File: src/rtl/irq_route_pkg.sv
package irq_route_pkg;

  localparam int CPU_MAX   = 4;
  localparam int CPU_IDX_W = $clog2(CPU_MAX);
  localparam int WORD_W    = 32;
  localparam int LVL_W     = 4;
  localparam int NUM_LVL   = 1 << LVL_W;

  // bank-relative byte offsets
  localparam int OFF_PEND   = 'h0;
  localparam int OFF_CPUCLR = 'h4;
  localparam int OFF_CPUSET = 'h8;
  localparam int OFF_MASK   = 'h4;
  localparam int OFF_MCLR   = 'h8;
  localparam int OFF_MSET   = 'hC;
  localparam int OFF_TGT    = 'h10;

  localparam int MASK_ALL_BIT = 31;

  typedef struct packed {
    logic [CPU_MAX-1:0] cpuSet;
    logic [CPU_MAX-1:0] cpuClr;
    logic               maskSet;
    logic               maskClr;
    logic               tgtWr;
  } wrStrb_t;

  typedef enum logic [2:0] {
    RD_ZERO,
    RD_CPUPEND,
    RD_SYSPEND,
    RD_MASK,
    RD_TGT
  } rdSel_t;

  // level request vector raised by a set of active system sources
  function automatic logic [NUM_LVL-1:0] sysLevelReq(input logic [WORD_W-1:0] a);
    logic [NUM_LVL-1:0] r;
    r     = '0;
    r[2]  = a[0] | a[7];
    r[3]  = a[1] | a[8];
    r[4]  = a[18];
    r[5]  = a[2] | a[9];
    r[6]  = a[16];
    r[7]  = a[3] | a[10];
    r[8]  = a[20];
    r[9]  = a[4] | a[11] | a[30];
    r[10] = a[19];
    r[11] = a[5] | a[12] | a[22];
    r[12] = a[14] | a[15];
    r[13] = a[6] | a[13] | a[17];
    r[15] = a[28] | a[29];
    return r;
  endfunction

endpackage

File: src/rtl/irq_route_ctrl.sv
module irq_route_ctrl
  import irq_route_pkg::*;
#(
  parameter int NUM_CPU = 4,
  parameter int ADDR_W  = 16,
  parameter int PAGE_SH = 12
) (
  input  logic                 clk,
  input  logic                 rst,
  input  logic                 wrEn,
  input  logic [ADDR_W-1:0]    wrAddr,
  input  logic [ADDR_W-1:0]    rdAddr,
  output wrStrb_t              strb,
  output rdSel_t               rdSel,
  output logic [CPU_IDX_W-1:0] rdCpu
);

  localparam int PG_W = ADDR_W - PAGE_SH;

  logic [PG_W-1:0]    wPage, rPage;
  logic [PAGE_SH-1:0] wOff, rOff;

  assign wPage = wrAddr[ADDR_W-1:PAGE_SH];
  assign wOff  = wrAddr[PAGE_SH-1:0];
  assign rPage = rdAddr[ADDR_W-1:PAGE_SH];
  assign rOff  = rdAddr[PAGE_SH-1:0];

  // write decode
  always_comb begin
    strb = '0;
    if (wrEn) begin
      if (int'(wPage) < NUM_CPU) begin
        for (int c = 0; c < CPU_MAX; c++) begin
          if (c < NUM_CPU && int'(wPage) == c) begin
            if (int'(wOff) == OFF_CPUSET) strb.cpuSet[c] = 1'b1;
            if (int'(wOff) == OFF_CPUCLR) strb.cpuClr[c] = 1'b1;
          end
        end
      end else if (int'(wPage) == NUM_CPU) begin
        if (int'(wOff) == OFF_MSET) strb.maskSet = 1'b1;
        if (int'(wOff) == OFF_MCLR) strb.maskClr = 1'b1;
        if (int'(wOff) == OFF_TGT)  strb.tgtWr   = 1'b1;
      end
    end
  end

  // read decode
  always_comb begin
    rdSel = RD_ZERO;
    rdCpu = '0;
    if (int'(rPage) < NUM_CPU) begin
      for (int c = 0; c < CPU_MAX; c++) begin
        if (c < NUM_CPU && int'(rPage) == c) rdCpu = CPU_IDX_W'(c);
      end
      if (int'(rOff) == OFF_PEND) rdSel = RD_CPUPEND;
    end else if (int'(rPage) == NUM_CPU) begin
      if (int'(rOff) == OFF_PEND) rdSel = RD_SYSPEND;
      if (int'(rOff) == OFF_MASK) rdSel = RD_MASK;
      if (int'(rOff) == OFF_TGT)  rdSel = RD_TGT;
    end
  end


  one_strobe_chk: assert property (@(posedge clk) disable iff (rst)
    $onehot0({strb.maskSet, strb.maskClr, strb.tgtWr, strb.cpuSet, strb.cpuClr}));


  idle_bus_chk: assert property (@(posedge clk) disable iff (rst)
    !wrEn |-> (strb == '0));

endmodule

File: src/rtl/irq_route_dp.sv
module irq_route_dp
  import irq_route_pkg::*;
#(
  parameter int NUM_CPU = 4,
  parameter int TGT_W   = 2
) (
  input  logic                 clk,
  input  logic                 rst,
  input  wrStrb_t              strb,
  input  rdSel_t               rdSel,
  input  logic [CPU_IDX_W-1:0] rdCpu,
  input  logic [WORD_W-1:0]    wrData,
  input  logic [WORD_W-1:0]    srcIn,
  output logic [WORD_W-1:0]    rdData,
  output logic [WORD_W-1:0]    cpuPend [NUM_CPU],
  output logic [WORD_W-1:0]    sysAct,
  output logic [TGT_W-1:0]     target,
  output logic                 maskAll
);

  logic [WORD_W-1:0] sysPend, sysMask;
  logic [WORD_W-1:0] mSetV, mClrV;

  assign mSetV = strb.maskSet ? wrData : '0;
  assign mClrV = strb.maskClr ? wrData : '0;

  always_ff @(posedge clk) begin
    if (rst) begin
      sysPend <= '0;
      sysMask <= '1;
      target  <= '0;
    end else begin
      sysPend <= srcIn;
      sysMask <= (sysMask & ~mClrV) | mSetV;
      if (strb.tgtWr) target <= wrData[TGT_W-1:0];
    end
  end

  for (genvar c = 0; c < NUM_CPU; c++) begin : g_cpu
    logic [WORD_W-1:0] pSetV, pClrV;
    assign pSetV = strb.cpuSet[c] ? wrData : '0;
    assign pClrV = strb.cpuClr[c] ? wrData : '0;

    always_ff @(posedge clk) begin
      if (rst) cpuPend[c] <= '0;
      else     cpuPend[c] <= (cpuPend[c] & ~pClrV) | pSetV;
    end


    cpu_post_chk: assert property (@(posedge clk) disable iff (rst)
      strb.cpuSet[c] |=> ((cpuPend[c] & $past(wrData)) == $past(wrData)));


    cpu_retract_chk: assert property (@(posedge clk) disable iff (rst)
      strb.cpuClr[c] |=> ((cpuPend[c] & $past(wrData)) == '0));
  end

  assign maskAll = sysMask[MASK_ALL_BIT];
  assign sysAct  = maskAll ? '0 : (sysPend & ~sysMask);

  always_comb begin
    unique case (rdSel)
      RD_CPUPEND: rdData = cpuPend[rdCpu];
      RD_SYSPEND: rdData = sysPend;
      RD_MASK:    rdData = sysMask;
      RD_TGT:     rdData = WORD_W'(target);
      default:    rdData = '0;
    endcase
  end


  reset_state_chk: assert property (@(posedge clk) disable iff (rst)
    $past(rst) |-> (sysMask == '1 && target == '0 && sysPend == '0));


  mask_set_chk: assert property (@(posedge clk) disable iff (rst)
    strb.maskSet |=> ((sysMask & $past(wrData)) == $past(wrData)));


  mask_clr_chk: assert property (@(posedge clk) disable iff (rst)
    strb.maskClr |=> ((sysMask & $past(wrData)) == '0));


  target_hold_chk: assert property (@(posedge clk) disable iff (rst)
    !strb.tgtWr |=> $stable(target));

endmodule

File: src/rtl/irq_level_enc.sv
module irq_level_enc
  import irq_route_pkg::*;
(
  input  logic              clk,
  input  logic              rst,
  input  logic [WORD_W-1:0] cpuPend,
  input  logic [WORD_W-1:0] sysAct,
  input  logic              isTarget,
  output logic [LVL_W-1:0]  level
);

  logic [NUM_LVL-1:0] ownReq, sysReq, allReq;

  always_comb begin
    ownReq = '0;
    for (int n = 1; n < NUM_LVL; n++) begin
      ownReq[n] = cpuPend[n] | cpuPend[16 + n];
    end
  end

  assign sysReq = isTarget ? sysLevelReq(sysAct) : '0;
  assign allReq = ownReq | sysReq;

  always_comb begin
    level = '0;
    for (int n = 1; n < NUM_LVL; n++) begin
      if (allReq[n]) level = LVL_W'(n);
    end
  end


  top_level_chk: assert property (@(posedge clk) disable iff (rst)
    (cpuPend[15] | cpuPend[31]) |-> (level == LVL_W'(15)));


  non_target_chk: assert property (@(posedge clk) disable iff (rst)
    (!isTarget && cpuPend == '0) |-> (level == '0));

endmodule

File: src/rtl/irq_route_top.sv
module irq_route_top
  import irq_route_pkg::*;
#(
  parameter int NUM_CPU = 4,
  parameter int ADDR_W  = 16,
  parameter int PAGE_SH = 12
) (
  input  logic                     clk,
  input  logic                     rst,
  input  logic                     wrEn,
  input  logic [ADDR_W-1:0]        wrAddr,
  input  logic [WORD_W-1:0]        wrData,
  input  logic [ADDR_W-1:0]        rdAddr,
  output logic [WORD_W-1:0]        rdData,
  input  logic [WORD_W-1:0]        srcIn,
  output logic [NUM_CPU*LVL_W-1:0] cpuLevel
);

  localparam int TGT_W = (NUM_CPU > 1) ? $clog2(NUM_CPU) : 1;

  wrStrb_t              strb;
  rdSel_t               rdSel;
  logic [CPU_IDX_W-1:0] rdCpu;
  logic [WORD_W-1:0]    cpuPend [NUM_CPU];
  logic [WORD_W-1:0]    sysAct;
  logic [TGT_W-1:0]     target;
  logic                 maskAll;

  irq_route_ctrl #(.NUM_CPU(NUM_CPU), .ADDR_W(ADDR_W), .PAGE_SH(PAGE_SH)) u_ctrl (
    .clk(clk), .rst(rst), .wrEn(wrEn), .wrAddr(wrAddr), .rdAddr(rdAddr),
    .strb(strb), .rdSel(rdSel), .rdCpu(rdCpu)
  );

  irq_route_dp #(.NUM_CPU(NUM_CPU), .TGT_W(TGT_W)) u_dp (
    .clk(clk), .rst(rst), .strb(strb), .rdSel(rdSel), .rdCpu(rdCpu),
    .wrData(wrData), .srcIn(srcIn), .rdData(rdData), .cpuPend(cpuPend),
    .sysAct(sysAct), .target(target), .maskAll(maskAll)
  );

  for (genvar c = 0; c < NUM_CPU; c++) begin : g_enc
    logic [LVL_W-1:0] lvl;

    irq_level_enc u_enc (
      .clk(clk), .rst(rst), .cpuPend(cpuPend[c]), .sysAct(sysAct),
      .isTarget(int'(target) == c), .level(lvl)
    );

    assign cpuLevel[c*LVL_W +: LVL_W] = lvl;


    mask_all_chk: assert property (@(posedge clk) disable iff (rst)
      (maskAll && cpuPend[c] == '0) |-> (lvl == '0));
  end

endmodule

File: config.mk
export PLATFORM = sky130hd
export DESIGN_NAME = irq_route_top
export DESIGN_NICKNAME = d
export VERILOG_FILES = /design/src/rtl/irq_route_pkg.sv /design/src/rtl/irq_route_ctrl.sv /design/src/rtl/irq_route_dp.sv /design/src/rtl/irq_level_enc.sv /design/src/rtl/irq_route_top.sv
export SDC_FILE = /design/constraint.sdc
export NUM_CORES = 1
export LEC_CHECK = 0
export ABC_CLOCK_PERIOD_IN_PS = 2800
export BUFFER_PORTS_ARGS = -buffer_cell sky130_fd_sc_hd__buf_2
export CORE_AREA = 2 2 144 146
export DETAILED_ROUTE_END_ITERATION = 8
export DIE_AREA = 0 0 146 148
export GPL_TIMING_DRIVEN = 0
export PLACE_DENSITY = 0.75
export RECOVER_POWER = 25
export SYNTH_ARGS = -nofsm -noshare
export SYNTH_HDL_FRONTEND = slang
export SYNTH_SLANG_ARGS = --single-unit
File: constraint.sdc
create_clock -name clk -period 2.8 [get_ports clk]
set_clock_uncertainty 0.2 [all_clocks]
set_input_delay 0.56 -clock clk [delete_from_list [all_inputs] [get_ports clk]]
set_output_delay 0.56 -clock clk [all_outputs]
set_load 0.005 [all_outputs]
==> flow_metrics.py, run 1 <==
metrics = {
    "status": {
        "outcome": "complete, but fails checks",
        "violations": "design-rule violations, negative setup slack",
    },
    "die": {
        "rows": 52,
        "initial_core_util_pct": 50.9,
        "core-area_um2": 20000,
        "die_area_um2": 21600,
        "die_y_um": 148,
        "ios": 147,
        "dieWidth_um": 146,
    },
    "clock_tree": {
        "clock_path_buffers": 2,
        "htree_levels": 4,
        "clk_pin_slew_ns": 0.09,
        "clock-sinks": 194,
        "cts_hold_buffers": 0,
        "cts_tree": "yes",
        "clk_latency_ns": 0.44,
        "cts_made_buffers": 17,
        "cts_root_buffer": "clkbuf_16",
    },
    "cells_and_area": {
        "syn_to_final_growth_pct": 25.1,
        "regArea_um2": 3890,
        "drive_above_1_share_pct": 21.6,
        "fill_cells": 1845,
        "fin_nets": 1572,
        "n_antenna_cell": 0,
        "multiInputGateArea_um2": 6220,
    },
    "setup_path": {
        "endpoint": "cpuLevel[12]",
        "arrival_ns": 2.60,
        "reg2reg_depth": 3,
        "startpoint": "u_dp.sysMask[31]",
        "worst_ep_required_time_ns": 2.04,
        "crit_fanout": 4,
        "critPathCaptureType": "output pin",
        "startpoint_type": "flip-flop",
        "r2r-start": "u_dp.sysMask[31]",
        "r2r_slack_ns": 1.52,
        "crit_type": "reg -> out",
        "r2r_end": "u_dp.sysMask[31]",
    },
    "logic_synthesis": {
        "synthesis.area_um2": 10200,
        "synthFlopType": "dfxtp_1",
        "synth_nets": 1402,
        "ys_types": 55,
        "yosys.area.top_type_share_pct": 38.1,
        "synth.avg_cell_area_um2": 7.83,
        "yosys_warnings": 0,
        "postSynthCellCount": 1303,
        "async_flop_share_pct": 0,
        "seq_area_frac_synth_pct": 38.1,
        "synth_edf_count": 0,
        "synth_area_leaders": "dfxtp_1 (38%), a22oi_1 (9.4%), nor2_1 (8.5%)",
        "synth_top_area_cell": "dfxtp_1",
        "ys_seq_elements": 194,
    },
    "sta": {
        "finalCritPeriodShare_pct": 120,
        "final.setup.worst_slack_ns": -0.561,
        "setup_violations": 69,
        "hold_viol": 0,
        "max_freq_mhz": 298,
        "grt_setup_unrepaired": "true",
        "hold_ws_ns": 0.116,
        "slew_viol_final": 0,
        "worst_pin_slew_ns": 0.953,
        "slew_headroom_pct": 36.2,
        "period_needed_ns": 3.36,
    },
    "power": {
        "internal-power_mw": 4.28,
        "leakagePower_nw": 4.63,
        "seq_power_share_pct": 47.3,
        "powerDensity_nw_per_um2": 463,
        "p_sw_share_pct": 27.5,
        "p_switching_mw": 1.62,
        "clockPowerShare_pct": 45.5,
        "ir_drop_uv": 458,
        "combPwrFrac_pct": 7.1,
        "p_total_mw": 5.90,
    },
    "grt": {
        "grt_pass1_wl_um": 65100,
        "gr-usage-all-layers_pct": 40.2,
        "grt_max_degree": 21,
        "grt_pass1_vias": 10500,
        "overflow": 0,
        "antenna_found_initial": 0,
    },
    "hold_path": {
        "hp-class": "in -> reg",
    },
    "drt": {
        "drc": 2,
        "wl_per_cell_um": 25.7,
        "num_vias": 11600,
        "drt_pass1_iterations": 9,
        "drtAntennaViolNets": 0,
        "routed_wl_um": 45100,
        "drt_first_iter_violations": 1677,
        "vias_per_cell": 6.62,
    },
    "flow_run": {
        "maxCapViolations": 0,
    },
    "placement": {
        "post-place-ws_ns": -1.05,
        "io_buffer_count": 113,
        "dp_hpwl_um": 33600,
        "gp_congestion": 1.00,
    },
}
[worst min path at each step]
stage                startpoint          endpoint  slack [ns]  cells after the start
2_1_floorplan  u_dp.sysMask[21]  u_dp.sysMask[21]        0.26                      1
3_3_place_gp   u_dp.sysMask[25]  u_dp.sysMask[25]        0.27                      1
3_5_place_dp   u_dp.sysMask[25]  u_dp.sysMask[25]        0.27                      1
4_1_cts               srcIn[14]  u_dp.sysPend[14]        0.11                      2
5_1_grt                srcIn[3]   u_dp.sysPend[3]        0.12                      2
6_report              srcIn[23]  u_dp.sysPend[23]        0.12                      2
[synth_stat cells, types with 2 or more instances]
| cell | number |
|---|---|
| nor2_1 | 231 |
| a221o_1 | 61 |
| buf_2 | 24 |
| nand4_1 | 3 |
| a211oi_1 | 12 |
| o221ai_1 | 6 |
| nand2_1 | 108 |
| nor4_1 | 34 |
| a311oi_1 | 4 |
| a41oi_1 | 4 |
| inv_1 | 10 |
| nor4_4 | 2 |
| and3_1 | 4 |
| and2_1 | 2 |
| a21o_1 | 5 |
| buf_6 | 2 |
| nor4_2 | 3 |
| a2111oi_0 | 8 |
| buf_1 | 7 |
| nor3_1 | 11 |
| nor2b_1 | 46 |
| o21ai_0 | 38 |
| or2_2 | 2 |
| mux2i_1 | 37 |
| nand2b_1 | 14 |
| dfxtp_1 | 194 |
| nand3_1 | 68 |
| or4_1 | 8 |
| a22oi_1 | 128 |
| o211a_1 | 4 |
| o31ai_1 | 9 |
| or3b_1 | 2 |
| a21oi_1 | 55 |
| o211ai_1 | 4 |
| clkbuf_1 | 98 |
| o22ai_1 | 34 |
| o21ai_1 | 3 |
[state kept, by name (all words and copies together), names as in the netlist]
name,count
u_dp.cpuPend,128
u_dp.sysMask,32
u_dp.sysPend,32
u_dp.target,2
[critical path, stage by stage (launching register included)]
cell and delay (ns):
dfxtp_4 0.37, clkbuf_16 0.15, nand3b_1 0.20, a21o_1 0.21
a2111oi_4 0.34, o211ai_1 0.18, a311oi_2 0.39, o21ai_1 0.15
buf_2 0.15
[placed cells by master, fill, tap and decap left out, types with 9 or more instances in the layout]
cell type	netlist	routed
dfxtp_1	194	191
nor2_1	231	221
mux2i_1	37	37
o21ai_0	38	19
o22ai_1	34	34
a22oi_1	128	128
nand3_1	68	68
a211oi_1	12	12
clkbuf_1	98	80
clkbuf_2	0	13
nand2_1	108	105
o21ai_1	3	11
nor3_1	11	11
nor4_1	34	30
clkbuf_16	0	18
buf_4	1	33
nor2b_1	46	42
a221o_1	61	61
buf_6	2	13
a21oi_1	55	51
inv_1	10	9
buf_2	24	130
[power by group through the flow]
stage	Sequential [mW]	Clock [mW]	Combinational (mW)
2_1_floorplan	2.85	0	0.221
3_3_place_gp	2.86	0	0.395
3_5_place_dp	2.86	0	0.401
4_1_cts	2.79	2.67	0.408
5_1_grt	2.80	2.79	0.438
6_report	2.79	2.69	0.421
[layer usage]
| layer | vias to the layer above | GRT usage [%] | part of all wire (%) |
|---|---|---|---|
| li1 | 5158 | - | - |
| met1 | 5543 | 54.0 | 40 |
| met2 | 777 | 61.8 | 45 |
| met3 | 139 | 7.93 | 11 |
| met4 | 0 | 20.6 | 4.9 |
| met5 | - | 0 | 0 |
[cell type report]
cell class,count,area share (%)
Clock inverter,15,1.61
Clock buffer,17,3.33
Tap cell,270,2.65
Multi-Input combinational cell,967,48.7
Timing Repair Buffer,160,8.11
Sequential cell,194,30.5
Inverter,10,0.323
Buffer,123,4.77
[repair_timing]
| item | in CTS | in global routing |
|---|---|---|
| hold endpoints to repair | 0 | 0 |
| gates cloned | 2 | 0 |
| resized for setup | 122 | 75 |
| buffers inserted | 30 | 14 |
| pin swaps | 45 | 36 |
| endpoints found under the setup margin | 72 | 120 |
[cell families after synthesis]
group | after synthesis | share of synthesized area [%]
and+or+nand+nor | 550 | 25.4
AOI/OAI and AO/OA | 380 | 27.2
DFF | 194 | 38.1
buffers and inverters | 142 | 5.70
muxes | 37 | 3.63
[stage by stage]
| step | util [%] | instances | setup TNS (ns) | area (µm²) |
|---|---|---|---|---|
| 3_3_place_gp | 55.4 | 1686 | -96.51 | 11100 |
| 4_1_cts | 62.1 | 1744 | -21.58 | 12500 |
| 3_5_place_dp | 55.5 | 1687 | -80.45 | 11100 |
| 5_1_grt | 63.7 | 1756 | -27.29 | 12800 |
| 2_1_floorplan | - | 1303 | -4.52 | 10200 |
| 6_report | 63.7 | 1756 | -20.34 | 12800 |
No activity file was read; power rests on OpenSTA's default activity.
==> inputs of run 2 (changes only) <==
Settings changed: ABC_AREA set to 1.
==> flow_metrics.py, run 2 <==
metrics = {
    "clock_tree": {
        "clock-sinks": 194,
        "clk_latency_ns": 0.45,
        "htree_levels": 4,
        "clock_path_buffers": 2,
        "clk_pin_slew_ns": 0.08,
        "cts_made_buffers": 17,
        "cts_root_buffer": "clkbuf_16",
        "cts_tree": "yes",
    },
    "logic_synthesis": {
        "synth_edf_count": 0,
        "synth_area_leaders": "dfxtp_1 (38%), nand2_1 (12%), o21ai_0 (9.0%)",
        "yosys.area_share.xor_xnor_pct": 0,
        "async_flop_share_pct": 0,
        "yosys_warnings": 0,
        "ys_seq_elements": 194,
        "ys_types": 31,
        "synth.avg_cell_area_um2": 6.63,
        "synth_top_area_cell": "dfxtp_1",
        "synth_nets": 1639,
        "synthMuxAreaShare_pct": 0,
        "yosysMostFrequentCell": "nand2_1",
        "synth_top_family_by_area": "compound AO/OA/AOI/OAI gates",
        "synth_fa_ha_area_share_pct": 0,
        "yosys.area.top_type_share_pct": 38.0,
        "seq_area_frac_synth_pct": 38.0,
        "postSynthCellCount": 1540,
        "synth_commonest_cells": "nand2_1 (340), inv_1 (231), dfxtp_1 (194), o21ai_0 (184), a21oi_1 (150)",
        "synth_compound_area_share_pct": 25.4,
        "synthFlopType": "dfxtp_1",
        "synth-simple-area-share_pct": 23.2,
        "synthesis.area_um2": 10200,
    },
    "flow_run": {
        "maxCapViolations": 0,
    },
    "placement": {
        "gp_congestion": 0.999,
        "io_buffer_count": 145,
        "dp_hpwl_um": 34300,
    },
    "sta": {
        "final.setup.worst_slack_ns": -0.419,
        "slew_headroom_pct": 21.9,
        "max_freq_mhz": 311,
        "grt_setup_unrepaired": "true",
        "worst_pin_slew_ns": 1.17,
        "finalCritPeriodShare_pct": 115,
        "period_needed_ns": 3.22,
        "hold_viol": 0,
        "setup_violations": 111,
        "slew_viol_final": 0,
        "hold_ws_ns": 0.0999,
    },
    "power": {
        "leakagePower_nw": 6.00,
        "p_total_mw": 5.66,
        "powerDensity_nw_per_um2": 419,
        "ir_drop_uv": 404,
    },
    "hold_path": {
        "hold_start": "srcIn[11]",
        "hp-class": "in -> reg",
    },
    "grt": {
        "grtUsageMet1_pct": 53.3,
        "grt_pass1_vias": 11400,
        "overflow": 0,
        "grt.busiest_layer": "met2",
        "grt_max_degree": 19,
        "grt_pass1_wl_um": 66900,
        "antenna_found_initial": 0,
        "gr-usage-all-layers_pct": 41.7,
        "gr-usage-met2_pct": 63.7,
        "use_met3_pct": 10.5,
    },
    "setup_path": {
        "path_cells": "inv_1 > nand2_1 > nand2_1 > nand3_1 > nand2_1 > inv_1 > nand2_1 > nand2_1 > nand2_1 > nand2_1 > nand2_2 > nand2_1 > nand2_1 > nand2_1 > nand2_1 > nand2_1 > nand2_1 > nand2_1 > nand2_1 > buf_2",
        "worst_ep_required_time_ns": 2.04,
        "cp_common_cell": "nand2_1",
        "crit_buf_inv": 3,
        "startpoint": "u_dp.sysMask[1]",
        "r2r-start": "u_dp.sysMask[31]",
        "arrival_ns": 2.46,
        "critPathMaxStageDelay_ns": 0.32,
        "startpoint_type": "flip-flop",
        "cp_top_family": "simple AND/OR/NAND/NOR gates",
        "crit_fanout": 4,
        "critPathCaptureType": "output pin",
        "crit_type": "reg -> out",
        "crit_slowest_cell": "dfxtp_1",
    },
    "drt": {
        "drt_first_iter_violations": 1345,
        "drc": 0,
        "drt_pass1_iterations": 5,
        "wl_per_cell_um": 23.6,
        "vias_per_cell": 6.05,
        "routed_wl_um": 47700,
        "drtAntennaViolNets": 0,
        "num_vias": 12200,
    },
    "cells_and_area": {
        "regMostFlops": "u_dp.cpuPend",
        "fin_nets": 1838,
        "final_cell_mix": "nand2_1 (314), inv_1 (226), dfxtp_1 (191)",
        "syn_to_final_growth_pct": 32.2,
        "drive_above_1_share_pct": 23.1,
        "final_common_cell": "nand2_1",
        "fill_cells": 1787,
        "n_antenna_cell": 0,
        "reg_top3": "u_dp.cpuPend x128, u_dp.sysMask x32, u_dp.sysPend x32",
        "largest_reg_flops": 128,
    },
    "die": {
        "die_y_um": 148,
        "rows": 52,
        "dieWidth_um": 146,
        "initial_core_util_pct": 51.0,
        "core-area_um2": 20000,
        "die_area_um2": 21600,
        "ios": 147,
    },
    "status": {
        "outcome": "complete, but fails checks",
        "violations": "negative setup slack",
    },
}
run 2: cells by family (layout without fill, tap and decap cells):
kind of cell / Yosys count / after routing
AND/OR/NAND/NOR: 579 / 579
buffers and inverters: 321 / 532
AO/OA/AOI/OAI: 446 / 446
flip-flops: 194 / 194
run 2: worst paths after layout:
check | end | slack [ns] | depth (start not counted)
setup / recovery | cpuLevel[8] | -0.42 | 20
hold / removal | u_dp.sysPend[11] | 0.1 | 3
setup reg to reg | u_dp.sysMask[31] | 1.47 | 6
hold reg to reg | u_dp.cpuPend[59] | 0.27 | 2
run 2: timing repair:
item	4_1_cts	5_1_grt
gates cloned	1	3
pin swaps	19	32
resized for setup	199	99
endpoints found under the setup margin	48	59
setup buffers	20	15
hold buffers	0	0
run 2: layout make-up:
cell class / count / area (µm²) / share of cell area [%]
Inverter: 233 / 891 / 6.60
Multi-Input combinational cell: 1025 / 5990 / 44.4
Clock buffer: 18 / 439 / 3.25
Sequential cell: 194 / 3890 / 28.8
Buffer: 87 / 693 / 5.13
Tap cell: 270 / 338 / 2.50
Clock inverter: 13 / 118 / 0.871
Timing Repair Buffer: 181 / 1140 / 8.42
run 2: worst reg2reg max path, delay by kind of cell, from the launching register on:
kind	cells	cell delay [ns]
AO/OA/AOI/OAI	2	0.16
buffers and inverters	4	0.51
flip-flops	1	0.33
run 2: power breakdown:
part | switching [mW] | internal [mW]
Combinational | 0.323 | 0.126
Clock | 1.23 | 1.19
Sequential | 0.0154 | 2.78
Total | 1.57 | 4.09
run 2: routing by layer:
metal / share of wire (%) / vias up
li1: - / 5484
met1: 39 / 5738
met2: 43 / 832
met3: 12 / 180
met4: 6.5 / 0
met5: 0 / -
run 2: per-stage QoR:
| stage | cell area (µm²) | setup WS [ns] | TNS (ns) | util, % | instances |
|---|---|---|---|---|---|
| after floorplan | 10200 | 0.309 | 0 | - | 1540 |
| after global placement | 11300 | -0.822 | -40.88 | 56.3 | 1955 |
| after detailed placement | 11300 | -0.807 | -46.11 | 56.3 | 1955 |
| after CTS | 12800 | -0.284 | -2.14 | 64.0 | 2006 |
| after global routing | 13500 | -0.530 | -35.43 | 67.4 | 2021 |
| final | 13500 | -0.419 | -14.56 | 67.4 | 2021 |
